## src/rtl/crt_pkg.sv

```systemverilog
package crt_pkg;

  typedef enum logic [1:0] {
    CRT_OFF     = 2'd0,
    CRT_RELOAD  = 2'd1,
    CRT_CAPTURE = 2'd2,
    CRT_BAUD    = 2'd3
  } crt_mode_e;

  function automatic crt_mode_e crt_decode(input logic run, input logic cap,
                                           input logic txs, input logic rxs);
    crt_mode_e m;
    if (!run)            m = CRT_OFF;
    else if (txs || rxs) m = CRT_BAUD;
    else if (cap)        m = CRT_CAPTURE;
    else                 m = CRT_RELOAD;
    return m;
  endfunction

endpackage

```

## src/rtl/crt_sync.sv

```systemverilog
module crt_sync #(
  parameter int NBITS  = 2,
  parameter int STAGES = 2
) (
  input  logic             clk,
  input  logic             rst_n,
  input  logic [NBITS-1:0] pin_i,
  output logic [NBITS-1:0] lvl_o
);
  logic [NBITS-1:0] stg_q [STAGES];

  genvar gi;
  generate
    for (gi = 0; gi < STAGES; gi++) begin : g_stage
      logic [NBITS-1:0] stg_d;
      if (gi == 0) begin : g_first
        assign stg_d = pin_i;
      end else begin : g_rest
        assign stg_d = stg_q[gi-1];
      end
      always_ff @(posedge clk or negedge rst_n) begin
        if (!rst_n) stg_q[gi] <= '1;
        else        stg_q[gi] <= stg_d;
      end
    end
  endgenerate

  assign lvl_o = stg_q[STAGES-1];
endmodule

```

## src/rtl/crt_prescale.sv

```systemverilog
module crt_prescale #(
  parameter int DIV = 12
) (
  input  logic clk,
  input  logic rst_n,
  input  logic run_i,
  output logic tick_o
);
  localparam int CW = (DIV > 1) ? $clog2(DIV) : 1;
  localparam logic [CW-1:0] LAST = CW'(DIV - 1);

  logic [CW-1:0] pre_q, pre_d;

  always_comb begin
    if (!run_i)            pre_d = '0;
    else if (pre_q == LAST) pre_d = '0;
    else                   pre_d = pre_q + 1'b1;
  end

  always_ff @(posedge clk or negedge rst_n) begin
    if (!rst_n) pre_q <= '0;
    else        pre_q <= pre_d;
  end

  assign tick_o = run_i && (pre_q == LAST);
endmodule

```

## src/rtl/crt_count.sv

```systemverilog
module crt_count
  import crt_pkg::*;
#(
  parameter int W = 16
) (
  input  logic         clk,
  input  logic         rst_n,
  input  crt_mode_e    mode_i,
  input  logic         fast_i,
  input  logic         step_i,
  input  logic         up_i,
  input  logic         dcnt_en_i,
  input  logic         ext_fall_i,
  input  logic         ext_en_i,
  input  logic         cnt_wr_i,
  input  logic [W-1:0] cnt_din_i,
  input  logic         rld_wr_i,
  input  logic [W-1:0] rld_din_i,
  input  logic         ovf_clr_i,
  input  logic         ext_clr_i,
  output logic [W-1:0] cnt_o,
  output logic [W-1:0] rld_o,
  output logic         ovf_o,
  output logic         ext_o,
  output logic         roll_o
);
  localparam logic [W-1:0] TOP = '1;

  logic [W-1:0] cnt_q, cnt_d, rld_q, rld_d;
  logic         ovf_q, ovf_d, ext_q, ext_d;
  logic         ovf_set, ext_set, roll;
  logic         at_top, at_rld, ext_evt;

  assign at_top  = (cnt_q == TOP);
  assign at_rld  = (cnt_q == rld_q);
  assign ext_evt = ext_fall_i && ext_en_i && (mode_i != CRT_OFF);

  always_comb begin
    cnt_d   = cnt_q;
    rld_d   = rld_q;
    ovf_set = 1'b0;
    ext_set = 1'b0;
    roll    = 1'b0;

    if (step_i) begin
      if (fast_i) begin
        roll  = at_top;
        cnt_d = at_top ? rld_q : cnt_q + 1'b1;
      end else begin
        case (mode_i)
          CRT_RELOAD: begin
            if (up_i) begin
              ovf_set = at_top;
              cnt_d   = at_top ? rld_q : cnt_q + 1'b1;
            end else begin
              ovf_set = at_rld;
              cnt_d   = at_rld ? TOP : cnt_q - 1'b1;
            end
          end
          CRT_CAPTURE: begin
            ovf_set = at_top;
            cnt_d   = cnt_q + 1'b1;
          end
          default: cnt_d = cnt_q;
        endcase
      end
    end

    if (ext_evt) begin
      if (fast_i) begin
        ext_set = 1'b1;
      end else if (mode_i == CRT_CAPTURE) begin
        rld_d   = cnt_q;
        ext_set = 1'b1;
      end else if (mode_i == CRT_RELOAD && !dcnt_en_i) begin
        cnt_d   = rld_q;
        ext_set = 1'b1;
      end
    end

    if (rld_wr_i) rld_d = rld_din_i;
    if (cnt_wr_i) cnt_d = cnt_din_i;

    ovf_d = ovf_set || (ovf_q && !ovf_clr_i);
    ext_d = ext_set || (ext_q && !ext_clr_i);
  end

  always_ff @(posedge clk or negedge rst_n) begin
    if (!rst_n) begin
      cnt_q <= '0;
      rld_q <= '0;
      ovf_q <= 1'b0;
      ext_q <= 1'b0;
    end else begin
      cnt_q <= cnt_d;
      rld_q <= rld_d;
      ovf_q <= ovf_d;
      ext_q <= ext_d;
    end
  end

  assign cnt_o  = cnt_q;
  assign rld_o  = rld_q;
  assign ovf_o  = ovf_q;
  assign ext_o  = ext_q;
  assign roll_o = roll;
endmodule

```

## src/rtl/crt_outgen.sv

```systemverilog
module crt_outgen #(
  parameter int BAUD_DIV = 16
) (
  input  logic clk,
  input  logic rst_n,
  input  logic roll_i,
  input  logic clko_act_i,
  input  logic baud_act_i,
  input  logic tx_sel_i,
  input  logic rx_sel_i,
  input  logic t1_tx_i,
  input  logic t1_rx_i,
  output logic clk_out_o,
  output logic tx_tick_o,
  output logic rx_tick_o
);
  localparam int BW = (BAUD_DIV > 1) ? $clog2(BAUD_DIV) : 1;
  localparam logic [BW-1:0] BLAST = BW'(BAUD_DIV - 1);

  logic          co_q, co_d;
  logic [BW-1:0] div_q, div_d;
  logic          bt_q, bt_d;

  always_comb begin
    co_d  = co_q;
    div_d = div_q;
    bt_d  = 1'b0;
    if (!clko_act_i)  co_d = 1'b0;
    else if (roll_i)  co_d = !co_q;
    if (!baud_act_i) begin
      div_d = '0;
    end else if (roll_i) begin
      bt_d  = (div_q == BLAST);
      div_d = (div_q == BLAST) ? '0 : div_q + 1'b1;
    end
  end

  always_ff @(posedge clk or negedge rst_n) begin
    if (!rst_n) begin
      co_q  <= 1'b0;
      div_q <= '0;
      bt_q  <= 1'b0;
    end else begin
      co_q  <= co_d;
      div_q <= div_d;
      bt_q  <= bt_d;
    end
  end

  assign clk_out_o = co_q;
  assign tx_tick_o = tx_sel_i ? bt_q : t1_tx_i;
  assign rx_tick_o = rx_sel_i ? bt_q : t1_rx_i;
endmodule

```

## src/rtl/cap_reload_timer.sv

```systemverilog
module cap_reload_timer
  import crt_pkg::*;
#(
  parameter int W           = 16,
  parameter int MC_DIV      = 12,
  parameter int FAST_DIV    = 2,
  parameter int BAUD_DIV    = 16,
  parameter int SYNC_STAGES = 2
) (
  input  logic         clk,
  input  logic         rst_n,
  input  logic         t2_pin,
  input  logic         t2ex_pin,
  input  logic         run_en,
  input  logic         cnt_sel,
  input  logic         cap_sel,
  input  logic         ext_en,
  input  logic         dcnt_en,
  input  logic         clko_en,
  input  logic         tx_baud_sel,
  input  logic         rx_baud_sel,
  input  logic         t1_tx_tick,
  input  logic         t1_rx_tick,
  input  logic         cnt_wr,
  input  logic [W-1:0] cnt_din,
  input  logic         rld_wr,
  input  logic [W-1:0] rld_din,
  input  logic         ovf_clr,
  input  logic         ext_clr,
  output logic [W-1:0] count_q,
  output logic [W-1:0] rld_q,
  output logic         ovf_flag,
  output logic         ext_flag,
  output logic         irq,
  output logic         clk_out,
  output logic         tx_tick,
  output logic         rx_tick
);
  localparam int NPINS = 2;

  logic [1:0]       rs_q;
  logic             rst_core_n;
  logic [NPINS-1:0] pin_lvl, pin_prev, pin_fall;
  logic             mc_tick, fast_tick, step, up;
  logic             clko_act, fast, roll;
  crt_mode_e        mode;

  always_ff @(posedge clk or negedge rst_n) begin
    if (!rst_n) rs_q <= '0;
    else        rs_q <= {rs_q[0], 1'b1};
  end
  assign rst_core_n = rs_q[1];

  crt_sync #(.NBITS(NPINS), .STAGES(SYNC_STAGES)) u_sync (
    .clk   (clk),
    .rst_n (rst_core_n),
    .pin_i ({t2ex_pin, t2_pin}),
    .lvl_o (pin_lvl)
  );

  always_ff @(posedge clk or negedge rst_core_n) begin
    if (!rst_core_n) pin_prev <= '1;
    else             pin_prev <= pin_lvl;
  end
  assign pin_fall = pin_prev & ~pin_lvl;

  assign mode     = crt_decode(run_en, cap_sel, tx_baud_sel, rx_baud_sel);
  assign clko_act = run_en && clko_en && !cnt_sel;
  assign fast     = (mode == CRT_BAUD) || clko_act;

  crt_prescale #(.DIV(MC_DIV)) u_mc_pre (
    .clk    (clk),
    .rst_n  (rst_core_n),
    .run_i  (run_en),
    .tick_o (mc_tick)
  );

  crt_prescale #(.DIV(FAST_DIV)) u_fast_pre (
    .clk    (clk),
    .rst_n  (rst_core_n),
    .run_i  (run_en),
    .tick_o (fast_tick)
  );

  always_comb begin
    if (cnt_sel)   step = run_en && pin_fall[0];
    else if (fast) step = fast_tick;
    else           step = mc_tick;
  end

  assign up = !dcnt_en || pin_lvl[1];

  crt_count #(.W(W)) u_count (
    .clk        (clk),
    .rst_n      (rst_core_n),
    .mode_i     (mode),
    .fast_i     (fast),
    .step_i     (step),
    .up_i       (up),
    .dcnt_en_i  (dcnt_en),
    .ext_fall_i (pin_fall[1]),
    .ext_en_i   (ext_en),
    .cnt_wr_i   (cnt_wr),
    .cnt_din_i  (cnt_din),
    .rld_wr_i   (rld_wr),
    .rld_din_i  (rld_din),
    .ovf_clr_i  (ovf_clr),
    .ext_clr_i  (ext_clr),
    .cnt_o      (count_q),
    .rld_o      (rld_q),
    .ovf_o      (ovf_flag),
    .ext_o      (ext_flag),
    .roll_o     (roll)
  );

  crt_outgen #(.BAUD_DIV(BAUD_DIV)) u_outgen (
    .clk        (clk),
    .rst_n      (rst_core_n),
    .roll_i     (roll),
    .clko_act_i (clko_act),
    .baud_act_i (mode == CRT_BAUD),
    .tx_sel_i   (tx_baud_sel),
    .rx_sel_i   (rx_baud_sel),
    .t1_tx_i    (t1_tx_tick),
    .t1_rx_i    (t1_rx_tick),
    .clk_out_o  (clk_out),
    .tx_tick_o  (tx_tick),
    .rx_tick_o  (rx_tick)
  );

  assign irq = ovf_flag || ext_flag;
endmodule

```

## config.mk

```make
export PLATFORM = sky130hd
export DESIGN_NAME = cap_reload_timer
export DESIGN_NICKNAME = d
export VERILOG_FILES = /design/src/rtl/crt_pkg.sv /design/src/rtl/crt_sync.sv /design/src/rtl/crt_prescale.sv /design/src/rtl/crt_count.sv /design/src/rtl/crt_outgen.sv /design/src/rtl/cap_reload_timer.sv
export SDC_FILE = /design/constraint.sdc
export NUM_CORES = 1
export LEC_CHECK = 0
export BUFFER_PORTS_ARGS = -buffer_cell sky130_fd_sc_hd__clkbuf_2
export CORE_MARGIN = 2
export CORE_UTILIZATION = 60
export DETAILED_ROUTE_END_ITERATION = 6
export PLACE_DENSITY = 0.92
export SYNTH_ARGS = -nofsm -noshare
export SYNTH_HDL_FRONTEND = slang
export SYNTH_SLANG_ARGS = --single-unit
```

## constraint.sdc

```tcl
create_clock -name clk -period 3.78 [get_ports clk]
set_clock_uncertainty 0.15 [all_clocks]
set_input_delay 0.756 -clock clk [delete_from_list [all_inputs] [get_ports clk]]
set_output_delay 0.756 -clock clk [all_outputs]
set_load 0.005 [all_outputs]
```

## Word level (Yosys, flattened, before mapping)

Cells that the tools add are included.

| word-level totals | value |
|---|---|
| bits in registers | 53 |
| input bits | 50 |
| output and inout bits | 38 |
| word-level logic and storage cells | 98 |

| operators by class | value |
|---|---|
| add/sub/neg operators | 5 |
| equal/unequal tests | 10 |
| multiplexer cells | 43 |
| bitwise gates (word level) | 2 |
| reductions and logical operators | 25 |

Operators by type and width:

| operator | number |
|---|---|
| 16-bit 2-to-1 mux | 14 |
| 16-bit case mux with 2 select lines | 1 |
| 4-bit 2-to-1 mux | 5 |
| 1-bit 2-to-1 mux | 19 |
| 16-bit by 1-bit adder with 16-bit output, second input constant | 1 |
| 16-bit equality test | 1 |
| 16-bit equality test, second input constant | 1 |
| 16-bit by 1-bit subtractor with 16-bit output, second input constant | 1 |
| 1-bit logical AND | 10 |
| 4-bit by 1-bit adder with 4-bit output, second input constant | 2 |
| 4-bit equality test, second input constant | 2 |
| 1-bit logical OR | 6 |
| 2-bit 2-to-1 mux | 3 |
| 2-bit nonzero test | 3 |
| 1-bit logical NOT | 5 |
| 2-bit equality test, second input constant | 2 |
| 2-bit inequality test, second input constant | 2 |
| 3-bit AND reduction | 1 |
| 2-bit bitwise AND | 1 |
| 2-bit by 1-bit equality test with 1-bit output, second input constant | 1 |
| 2-bit by 1-bit inequality test with 1-bit output, second input constant | 1 |
| 2-bit inverter | 1 |
| 1-bit case mux with 2 select lines | 1 |
| 1-bit adder, second input constant | 1 |

## Depth between registers and ports, before layout

Gate-level depths: netlist of the first run.

| logic depth | value |
|---|---|
| word-level depth | 13 |
| mapped depth | 13 |
| gate-level depth less buffers | 11 |

## Hierarchy

A second synthesis of the first run with hierarchy kept.

| unflattened totals | value |
|---|---|
| cells, all modules | 576 |
| area, all modules | 4479.3 um^2 |

By module, submodules not included:

| module | instances | cells each | area each (um^2) | seq. area each (um^2) |
|---|---|---|---|---|
| crt_count | 1 | 500 | 3618.5 | 850.8 |
| crt_outgen | 1 | 28 | 304.0 | 150.1 |
| cap_reload_timer | 1 | 23 | 211.5 | 102.6 |
| crt_prescale (u_mc_pre) | 1 | 18 | 198.9 | 100.1 |
| crt_sync | 1 | 4 | 105.1 | 105.1 |
| crt_prescale (u_fast_pre) | 1 | 3 | 41.3 | 25.0 |

## Worst setup path after synthesis of the first run

Ideal clock, no wire load.

| path | value |
|---|---|
| kind | input -> register |
| from | in rx_baud_sel |
| to | reg u_count.cnt_q[6], in the netlist u_count.cnt_o[6] |
| arrival | 2.846 ns |
| path slack | 0.651 ns |
| stages | 9 |
| cell sequence | o31ai_1 -> inv_1 -> ha_1 -> nand2b_4 -> or4_4 -> buf_6 -> and3_1 -> a2111oi_2 -> nor3_1 |

| between the ends | value |
|---|---|
| cells in the longest elaborated chain, start to end | 13 |
| elaborated cells between the ends (all ways) | 20 |
| those cells by class | eq/ne (3); mux (12); reduce/logical (5) |

Ends and longest elaborated chain:

| element | line | text |
|---|---|---|
| from (decl) | cap_reload_timer.sv:21 | `input logic rx_baud_sel,` |
| 1-bit logical OR * | crt_pkg.sv:14 | `else if (txs \|\| rxs) m = CRT_BAUD;` |
| 2-bit 2-to-1 mux * | crt_pkg.sv:14 |  |
| 2-bit 2-to-1 mux * | crt_pkg.sv:13 | `if (!run) m = CRT_OFF;` |
| 2-bit equality test | cap_reload_timer.sv:69 | `assign fast = (mode == CRT_BAUD) \|\| clko_act;` |
| 1-bit logical OR | cap_reload_timer.sv:69 |  |
| 1-bit 2-to-1 mux | cap_reload_timer.sv:87 | `else if (fast) step = fast_tick;` |
| 1-bit 2-to-1 mux | cap_reload_timer.sv:86 | `if (cnt_sel) step = run_en && pin_fall[0];` |
| 16-bit 2-to-1 mux | crt_count.sv:45 | `if (step_i) begin` |
| 16-bit 2-to-1 mux | crt_count.sv:75 | `end else if (mode_i == CRT_RELOAD && !dcnt_en_i) begin` |
| 16-bit 2-to-1 mux | crt_count.sv:72 | `end else if (mode_i == CRT_CAPTURE) begin` |
| 16-bit 2-to-1 mux | crt_count.sv:70 | `if (fast_i) begin` |
| 16-bit 2-to-1 mux * | crt_count.sv:69 | `if (ext_evt) begin` |
| 16-bit 2-to-1 mux * | crt_count.sv:82 | `if (cnt_wr_i) cnt_d = cnt_din_i;` |
| named net u_count.cnt_d[6] | crt_count.sv:29 | `logic [W-1:0] cnt_q, cnt_d, rld_q, rld_d;` |
| to (signal assigned) | crt_count.sv:95 | `cnt_q <= cnt_d;` |
| to (decl) | crt_count.sv:29 |  |

The timed path passes the listed nets; every way through them passes the cells marked *.
A chain may end at the register's enable or synchronous reset.

## Final worst setup path of the first run

| path | value |
|---|---|
| from | in rx_baud_sel |
| to | reg u_count.cnt_q[11], in the netlist u_count.cnt_o[11] |

The elaborated chain is that of the path after synthesis.

==> reports/summary.txt, run 1 <==
Worst hold-check path type -> in2async
Largest net degree at the start of global routing -> 34
Setup TNS -> 0 ns
R2r startpoint -> u_count.cnt_o[0]
Avg Vias per Cell -> 6.972
Post-route ant nets -> 0
Routability cong. -> 1.032
Global-route wire length before repair -> 26.16 mm
Layout Nets -> 714
Final setup viols -> 0
Core ar. -> 7607 sq um
Syn. warnings -> 0
# Max-Cap Violations -> 0
Gr ovfl total -> 0
Clk sinks -> 53
Post-synth EDFFs -> 0
IO Pins -> 88
Cells after Synth -> 590
Max Used Layer -> met4
Synthesized Nets -> 648
Run status -> finished with violations
Synthesized area -> 4629 sq um
Die area -> 8435 sq um
Hold-fix buffers at CTS -> 0
Post-CTS setup buffer count -> 0
CTS tree -> done
Clk buf depth -> 2
Number of global-route vias before repair -> 4,895
Tmin final -> 3.408 ns
PortBufs -> 87
Worst Path Required -> 3.87 ns
WL met3 -> 2.512 mm
Pre-Repair DR Iteration Count -> 7
Clk root buf -> clkbuf_8
Inserted Clock Buffers -> 5
Int Pwr -> 0.9850 mW
Setup Crit Path Kind -> in2reg
Failing checks -> DRC
R2R Path End -> u_count.cnt_o[7]
Clock Power Share -> 0.224
Worst Reg2Reg Path Length in Cells -> 8
Max_slew headroom -> 0.3662
Gates resized, CTS repair -> 0
Power share of the sequential group -> 0.427
Post-DP HPWL -> 11.78 mm
RSZ-0062 raised after global routing -> false
Final Hold Vio Count -> 0
Row cnt -> 32
Met2 WL -> 7.062 mm
Seq/Total Area, Yosys -> 0.2881
Area delta synth->final -> 13.51%
Worst Max-Slew Pin Slew -> 0.9485 ns
Reg clk slew, reported paths -> 0.13 ns
Peak VDD IR -> 212.0 uV
Antenna violations before repair -> 0
Drt wl/cell -> 21.71 um
FF+latch count, synth -> 53
H-tree levels -> 2
Switching share of power -> 0.4114
Critical path capture point type -> register
Slew Limit Fails -> 0
Die X -> 91.84 um
Initial Util -> 0.6086
Flop2flop setup slack -> 0.57 ns
Post-Syn Area per Cell -> 7.847 sq um
Clk Latency, worst-skew pair -> 0.34 ns
Fraction of registers with async set or reset after synthesis -> 1.000
Fmax -> 293.5 MHz
Sw power -> 0.6885 mW
DR iter-0 viols -> 833
Drt total wl -> 16.48 mm
Synth Flop Type -> dfrtp_1
Synth unique cells -> 77
Die Y -> 91.84 um
Combinational cell fraction of total power -> 0.349
Worst Setup Start Kind -> primary input
Pwr Total -> 1.674 mW
Ratio of cells with drive above 1 in the final layout -> 0.2283
Total number of vias -> 5,292
Crit path from -> rx_baud_sel
Static Leak -> 2.236 nW
Power Density -> 318.5 nW/um^2
Total Routing Usage GR -> 0.3945
WL met1 -> 6.147 mm
DRC -> 10
Crit path max fanout -> 9
Final worst-path cycle share -> 0.9015
CP arrival -> 3.50 ns
Number of diodes -> 0
Final design utilization -> 0.6908
per-layer routing:
metal	global-route usage	vias to the layer above
li1	-	2292
met2	0.5827	497
met4	0.1542	0
met1	0.5478	2407
met3	0.1118	96
met5	0	-
cells in the mapped netlist (7+ instances only):
| cell | number | share of area |
|---|---|---|
| a21oi_1 | 49 | 0.053 |
| a31oi_1 | 12 | 0.016 |
| buf_2 | 19 | 0.021 |
| clkbuf_1 | 28 | 0.023 |
| dfrtp_1 | 47 | 0.25 |
| ha_1 | 8 | 0.022 |
| inv_1 | 12 | 0.0097 |
| mux2i_1 | 13 | 0.028 |
| nand2_1 | 67 | 0.054 |
| nand3_1 | 25 | 0.027 |
| nor2_1 | 45 | 0.036 |
| nor2b_1 | 11 | 0.015 |
| nor3_1 | 18 | 0.019 |
| nor4_1 | 7 | 0.0095 |
| o211ai_1 | 10 | 0.016 |
| o21ai_0 | 44 | 0.048 |
| o31ai_1 | 7 | 0.011 |
| or3_1 | 10 | 0.014 |
| xnor2_1 | 15 | 0.028 |
| xor2_1 | 19 | 0.036 |
worst max-delay path, stage by stage:
cell and delay, ns:
clkbuf_2 0.11, o31ai_1 0.43, inv_1 0.15, ha_1 0.31
o21ai_1 0.31, o311a_1 0.53, nand2_1 0.27, a311oi_1 0.29
o21ai_1 0.14, a21o_1 0.20
final cells by class:
cell class | count | area (sq um)
clock buffer | 5 | 68.82
clock inverter | 3 | 33.78
fill | 652 | 2352
inverter | 12 | 45.04
multi-input combinational | 473 | 3017
sequential | 53 | 1335
tap | 102 | 127.6
timing repair buffer | 111 | 628.1
power groups by stage:
stage | Combinational [mW] | Sequential, mW | Clock, mW
CTS | 0.561 | 0.708 | 0.373
global placement | 0.546 | 0.716 | 0
floorplan | 0.375 | 0.679 | 0
detailed placement | 0.557 | 0.719 | 0
global route | 0.627 | 0.719 | 0.394
finish | 0.584 | 0.715 | 0.375
sequential cells by signal, summed over array words and instances (netlist names), 2 cells and up:
| signal | cells |
|---|---|
| u_mc_pre.pre_q | 4 |
| u_count.cnt_o | 16 |
| u_sync.lvl_o | 2 |
| u_sync.g_stage.stg_d | 2 |
| rs_q | 2 |
| u_count.rld_o | 16 |
| pin_prev | 2 |
| u_outgen.div_q | 4 |
worst max-delay path by stage:
stage | endpoint | cells past startpoint
4_1_cts | u_count.cnt_o[11] | 9
5_1_grt | u_count.cnt_o[11] | 9
6_report | u_count.cnt_o[11] | 10
2_1_floorplan | u_count.cnt_o[6] | 9
3_3_place_gp | u_count.cnt_o[11] | 9
3_5_place_dp | u_count.cnt_o[11] | 9
per-stage QoR:
step	setup slack, ns	hold WS [ns]	cells	instance area (sq um)
final	0.3724	0.04059	759	5255
after CTS	0.4650	0.03762	759	5255
after global placement	0.3505	0.1836	751	5152
after global routing	0.1990	0.03197	759	5255
after floorplan	0.6512	0.1812	590	4629
after detailed placement	0.1133	0.1826	751	5152
cells by family (layout without fill, tap and decap cells):
family	after synthesis	in the layout	synth area share
flip-flops	53	53	0.2881
XOR/XNOR	34	34	0.06433
multiplexers	16	16	0.03540
AND/OR/NAND/NOR	229	229	0.2657
buffers and inverters	64	131	0.06027
other	1	1	0.0008100
adder cells (fa/ha/maj)	8	8	0.02162
AO/OA/AOI/OAI	185	185	0.2638
layout by cell type, fill, tap and decap left out, types with 6 or more instances in the layout:
master	instances
o21ai_0	44
or3_1	10
dfstp_2	6
nor4_1	7
nor3_1	18
nor2b_1	11
xnor2_1	15
nor2_1	45
a21oi_1	49
buf_4	23
nand3_1	25
o211ai_1	10
and2_1	6
ha_1	8
o31ai_1	7
dfrtp_1	46
a31oi_1	12
nand2_1	67
xor2_1	19
inv_1	12
mux2i_1	13
clkbuf_2	87
No activity file was read; power rests on OpenSTA's default activity.
==> inputs of run 2 (changes only) <==
--- a/config.mk
+++ b/config.mk
@@ -7,9 +7,9 @@
 export LEC_CHECK = 0
 export BUFFER_PORTS_ARGS = -buffer_cell sky130_fd_sc_hd__clkbuf_2
 export CORE_MARGIN = 2
-export CORE_UTILIZATION = 60
+export CORE_UTILIZATION = 57
 export DETAILED_ROUTE_END_ITERATION = 6
-export PLACE_DENSITY = 0.92
+export PLACE_DENSITY = 0.89
 export SYNTH_ARGS = -nofsm -noshare
 export SYNTH_HDL_FRONTEND = slang
 export SYNTH_SLANG_ARGS = --single-unit
==> constraint.sdc (replaced) <==
create_clock -name clk -period 3.6 [get_ports clk]
set_clock_uncertainty 0.15 [all_clocks]
set_input_delay 0.72 -clock clk [delete_from_list [all_inputs] [get_ports clk]]
set_output_delay 0.72 -clock clk [all_outputs]
set_load 0.005 [all_outputs]
==> reports/summary.txt, run 2 (synthesized netlist as in run 1, its figures left out) <==
Run status -> finished, final reports clean
Placed cell count -> 756 (+0.67%)
IO Pins -> 88 (unchanged)
Finished Layout Cells -> 764 (+0.66%)
Fillers -> 656 (+0.61%)
Hold-fix buffers at CTS -> 0 (unchanged)
CTS tree -> done
Worst Setup Start Kind -> primary input
Final setup viols -> 0 (unchanged)
Crit path cell chain -> clkbuf_2 -> o31ai_1 -> inv_1 -> ha_1 -> nand2b_4 -> o311ai_4 -> nor2_1 -> a2111oi_0 -> a21o_1
CP max stage delay -> 0.77 ns (+0.24 ns)
Routability cong. -> 1.012 (-2.0%)
Row cnt -> 32 (unchanged)
Worst Path Required -> 3.72 ns (-0.15 ns)
Pwr Total -> 1.821 mW (+8.8%)
Clk root buf -> clkbuf_8
Clk sinks -> 53 (unchanged)
Critical path capture point type -> register
# Max-Cap Violations -> 0 (unchanged)
Slew Limit Fails -> 0 (unchanged)
Peak VDD IR -> 256.7 uV (+21%)
CP arrival -> 3.30 ns (-0.20 ns)
Max_slew headroom -> 0.3457 (-0.02047)
Pre-Repair DR Iteration Count -> 7 (unchanged)
Flop2flop setup slack -> 0.48 ns (-0.09 ns)
Ratio of cells with drive above 1 in the final layout -> 0.2341 (+0.005828)
Inserted Clock Buffers -> 5 (unchanged)
Area delta synth->final -> 14.68%
Final Hold Vio Count -> 0 (unchanged)
DR iter-0 viols -> 670 (-20%)
Critical path's slowest cell -> o311ai_4
RSZ-0062 raised after global routing -> false
Worst hold-check path type -> in2async
R2R Path End -> u_count.cnt_o[13]
Crit path max fanout -> 16 (+7)
Clk buf depth -> 2 (unchanged)
Antenna violations before repair -> 0 (unchanged)
Fmax -> 314.4 MHz
R2r startpoint -> u_count.cnt_o[2]
Reg clk slew, reported paths -> 0.11 ns (-0.02 ns)
Most common cell after layout, fill and taps aside -> clkbuf_2
Core ar. -> 7807 sq um (+2.6%)
Initial Util -> 0.5929 (-0.01560)
Total number of vias -> 5,275 (-0.32%)
H-tree levels -> 2 (unchanged)
Setup Crit Path Kind -> in2reg
Power Density -> 343.0 nW/um^2 (+7.7%)
Gr ovfl total -> 0 (unchanged)
Post-route ant nets -> 0 (unchanged)
Die Y -> 94.12 um (+2.5%)
Final worst-path cycle share -> 0.8837
Post-CTS setup buffer count -> 0 (unchanged)
Worst Reg2Reg Path Length in Cells -> 8 (unchanged)
Avg Vias per Cell -> 6.904 (-0.97%)
Tmin final -> 3.181 ns
Worst Max-Slew Pin Slew -> 0.9814 ns (+0.03296 ns)
Number of diodes -> 0 (unchanged)
Layout Nets -> 719 (+0.70%)
PortBufs -> 87 (unchanged)
Static Leak -> 2.270 nW (+1.5%)
Drt wl/cell -> 21.16 um (-2.5%)
DRC -> 0 (-10)
Most frequent cells in the layout -> clkbuf_2 (87), nand2_1 (67), a21oi_1 (49)
Total Routing Usage GR -> 0.3735 (-0.02102)
Gates resized, CTS repair -> 0 (unchanged)
Crit path from -> rx_baud_sel
Largest net degree at the start of global routing -> 46 (+35%)
Clk Latency, worst-skew pair -> 0.33 ns (about the same)
Global-route wire length before repair -> 25.81 mm (-1.4%)
Final WS setup -> 0.4188 ns (+0.04642 ns)
Number of global-route vias before repair -> 4,970 (+1.5%)
Die X -> 94.12 um (+2.5%)
Post-DP HPWL -> 11.69 mm (-0.75%)
Drt total wl -> 16.17 mm (-1.9%)
Post-Place Worst Slack -> 0.1188 ns (+0.005495 ns)
Die area -> 8859 sq um (+5.0%)
Setup TNS -> 0 ns (unchanged)
run 2: cell count changes in the layout (fill, tap and decap cells not counted), sizes merged:
cell    delta
buf        +5
clkinv     -2
bufinv     +1
inv        +1
run 2: worst max-delay path by stage:
stage	end	slack (ns)
after global routing	u_count.cnt_o[11]	0.21
final	u_count.cnt_o[11]	0.42
after detailed placement	u_count.cnt_o[11]	0.12
after CTS	u_count.cnt_o[11]	0.45
after global placement	u_count.cnt_o[11]	0.30
after floorplan	u_count.cnt_o[6]	0.51
run 2: where the power goes:
| group | switching (mW) | total (mW) | leakage, nW | internal, mW |
|---|---|---|---|---|
| logic | 0.347 | 0.594 | 1.56 | 0.246 |
| registers | 0.125 | 0.769 | 0.650 | 0.644 |
| clock network | 0.244 | 0.458 | 0.0603 | 0.214 |
run 2: through the flow:
| stage | hold WS [ns] | util | instance area (sq um) |
|---|---|---|---|
| 3_3_place_gp | 0.1917 | 0.6647 | 5190 |
| 6_report | 0.01024 | 0.6800 | 5309 |
| 5_1_grt | 0.007089 | 0.6800 | 5309 |
| 2_1_floorplan | 0.1812 | - | 4629 |
| 3_5_place_dp | 0.1973 | 0.6647 | 5190 |
| 4_1_cts | 0.006691 | 0.6800 | 5309 |
run 2: layer usage:
metal  track usage  wire [um]  up-vias
li1              -          -     2297
met1        0.5020       6205     2414
met2        0.5667       7014      463
met3       0.09470       2204      101
met4        0.1643        746        0
met5             0          0        -
run 2: area by class of cell:
cell class / instances / area (sq um) / area share
clock buffers: 5 / 68.82 / 0.01296
clock inverters: 3 / 50.05 / 0.009427
inverters: 12 / 45.04 / 0.008485
multi-input cells: 473 / 3017 / 0.5682
flip-flops and latches: 53 / 1335 / 0.2515
well taps: 102 / 127.6 / 0.02404
repair buffers: 116 / 665.6 / 0.1254
run 2: worst max-delay path, delay by kind of cell:
| family | cells | cell delay, ns |
|---|---|---|
| AO/OA/AOI/OAI | 4 | 1.66 |
| buffers and inverters | 2 | 0.25 |
| AND/OR/NAND/NOR | 2 | 0.36 |
| adder cells (fa/ha/maj) | 1 | 0.32 |
==> inputs of run 3 (changes only) <==
--- a/config.mk
+++ b/config.mk
@@ -9,7 +9,8 @@
 export CORE_MARGIN = 2
 export CORE_UTILIZATION = 57
 export DETAILED_ROUTE_END_ITERATION = 6
-export PLACE_DENSITY = 0.89
+export HOLD_SLACK_MARGIN = 0.06
+export PLACE_DENSITY_LB_ADDON = 0.05
 export SYNTH_ARGS = -nofsm -noshare
 export SYNTH_HDL_FRONTEND = slang
 export SYNTH_SLANG_ARGS = --single-unit
==> reports/summary.txt, run 3 (synthesized netlist as in run 1, its figures left out) <==
Run status -> finished, final reports clean
IO Pins -> 88 (unchanged)
Clk sinks -> 53 (unchanged)
Drt total wl -> 16.34 mm (+1.0%)
Multi-input logic area -> 3017 sq um (unchanged)
Layout Nets -> 716 (-0.42%)
Die area -> 8859 sq um (unchanged)
Clk Latency, worst-skew pair -> 0.33 ns (about the same)
Fillers -> 701 (+6.9%)
Worst Setup Start Kind -> primary input
Fmax -> 314.4 MHz (about the same)
Static Leak -> 2.239 nW (-1.4%)
Total number of vias -> 5,150 (-2.4%)
Initial Util -> 0.5929 (unchanged)
CTS tree -> done
Core ar. -> 7807 sq um (unchanged)
H-tree levels -> 2 (unchanged)
Routability cong. -> 1.005 (-0.72%)
Final design utilization -> 0.6737 (-0.006250)
Gates resized, CTS repair -> 0 (unchanged)
DRC -> 0 (unchanged)
Antenna violations before repair -> 0 (unchanged)
Inserted Clock Buffers -> 5 (unchanged)
Slew Limit Fails -> 0 (unchanged)
R2R Path End -> u_count.cnt_o[13]
Flop2flop setup slack -> 0.52 ns (+0.04 ns)
Global-route wire length before repair -> 25.48 mm (-1.3%)
Worst Max-Slew Pin Slew -> 0.7501 ns (-0.2313 ns)
Worst Path Required -> 3.73 ns (about the same)
Ratio of cells with drive above 1 in the final layout -> 0.2291 (-0.005004)
Row cnt -> 32 (unchanged)
DR iter-0 viols -> 572 (-15%)
FF+latch area -> 1335 sq um (unchanged)
Setup Crit Path Kind -> in2reg
Die Y -> 94.12 um (unchanged)
Power Density -> 330.9 nW/um^2 (-3.5%)
Final setup viols -> 0 (unchanged)
Area delta synth->final -> 13.62%
Crit path from -> rx_baud_sel
Critical path capture point type -> register
Tmin final -> 3.180 ns (-0.0009510 ns)
Number of diodes -> 0 (unchanged)
Max_slew headroom -> 0.4987 (+0.1530)
Die X -> 94.12 um (unchanged)
CP arrival -> 3.31 ns (about the same)
Post-DP HPWL -> 11.78 mm (+0.80%)
Final worst-path cycle share -> 0.8834 (about the same)
Post-CTS setup buffer count -> 0 (unchanged)
Most frequent cells in the layout -> clkbuf_2 (87), nand2_1 (67), a21oi_1 (49)
Final hold slack -> 0.1102 ns (+0.09994 ns)
Peak VDD IR -> 194.5 uV (-24%)
Total Routing Usage GR -> 0.3748 (+0.001295)
Worst hold-check path type -> reg2async
PortBufs -> 87 (unchanged)
Critical Path Sink -> u_count.cnt_o[11]
Reg clk slew, reported paths -> 0.12 ns (about the same)
R2r startpoint -> u_count.cnt_o[5]
RSZ-0062 raised after global routing -> false
Worst Reg2Reg Path Length in Cells -> 6 (-2)
Most common cell after layout, fill and taps aside -> clkbuf_2
# Max-Cap Violations -> 0 (unchanged)
Setup TNS -> 0 ns (unchanged)
Number of global-route vias before repair -> 4,753 (-4.4%)
Crit path max fanout -> 11 (-5)
Post-route ant nets -> 0 (unchanged)
Final Hold Vio Count -> 0 (unchanged)
Post-route design area -> 5260 sq um (-0.92%)
Pre-Repair DR Iteration Count -> 5 (-2)
Dpl cell area -> 5147 sq um (-0.82%)
Clk root buf -> clkbuf_8
Clk buf depth -> 2 (unchanged)
Largest net degree at the start of global routing -> 33 (-28%)
Gr ovfl total -> 0 (unchanged)
Drt wl/cell -> 21.47 um (+1.4%)
Avg Vias per Cell -> 6.767 (-2.0%)
## run 3: per-stage QoR
stage          worst slack (ns)  power [mW]  instances
2_1_floorplan            0.5072       1.107        590
3_3_place_gp             0.2621       1.320        752
3_5_place_dp             0.1215       1.334        752
4_1_cts                  0.4498       1.711        761
5_1_grt                  0.1685       1.817        761
6_report                 0.4198       1.740        761
## run 3: cell type report
| type | count | area share |
|---|---|---|
| Sequential cell | 53 | 0.2538 |
| Inverter | 12 | 0.008563 |
| Tap cell | 102 | 0.02426 |
| Clock inverter | 3 | 0.006422 |
| Multi-Input combinational cell | 473 | 0.5735 |
| Clock buffer | 5 | 0.01308 |
| Timing Repair Buffer | 113 | 0.1204 |
## run 3: worst min path at each step
stage	slack, ns	cells past startpoint	end
floorplan	0.18	0	rs_q[1]
global placement	0.11	0	u_count.rld_o[13]
detailed placement	0.13	0	u_count.rld_o[13]
CTS	0.13	0	u_count.cnt_o[11]
global route	0.17	0	u_count.rld_o[13]
finish	0.11	0	u_count.cnt_o[12]
## run 3: routing by layer
layer  GRT usage  wire length, um  vias up
li1            -                -     2294
met1      0.5376             6487     2362
met2      0.5625             7099      429
met3     0.06581             2208       65
met4      0.1401              542        0
met5           0                0        -
## run 3: where the power goes
part | total, mW | internal, mW | leakage, nW | switching, mW
clock network | 0.389 | 0.146 | 0.0511 | 0.243
registers | 0.780 | 0.644 | 0.650 | 0.135
logic | 0.572 | 0.236 | 1.54 | 0.336
## run 3: timing repair
item,CTS,global route
hold buffers,1,0
endpoints found under the hold margin,2,0
setup endpoints to repair,0,0
## run 3: critical path, stage by stage
cell and delay [ns]:
clkbuf_2 0.11, o31ai_1 0.34, inv_1 0.11, ha_1 0.31, nand2b_4 0.22, o311ai_4 0.68, nor2_1 0.14, a2111oi_0 0.49
a21o_1 0.17
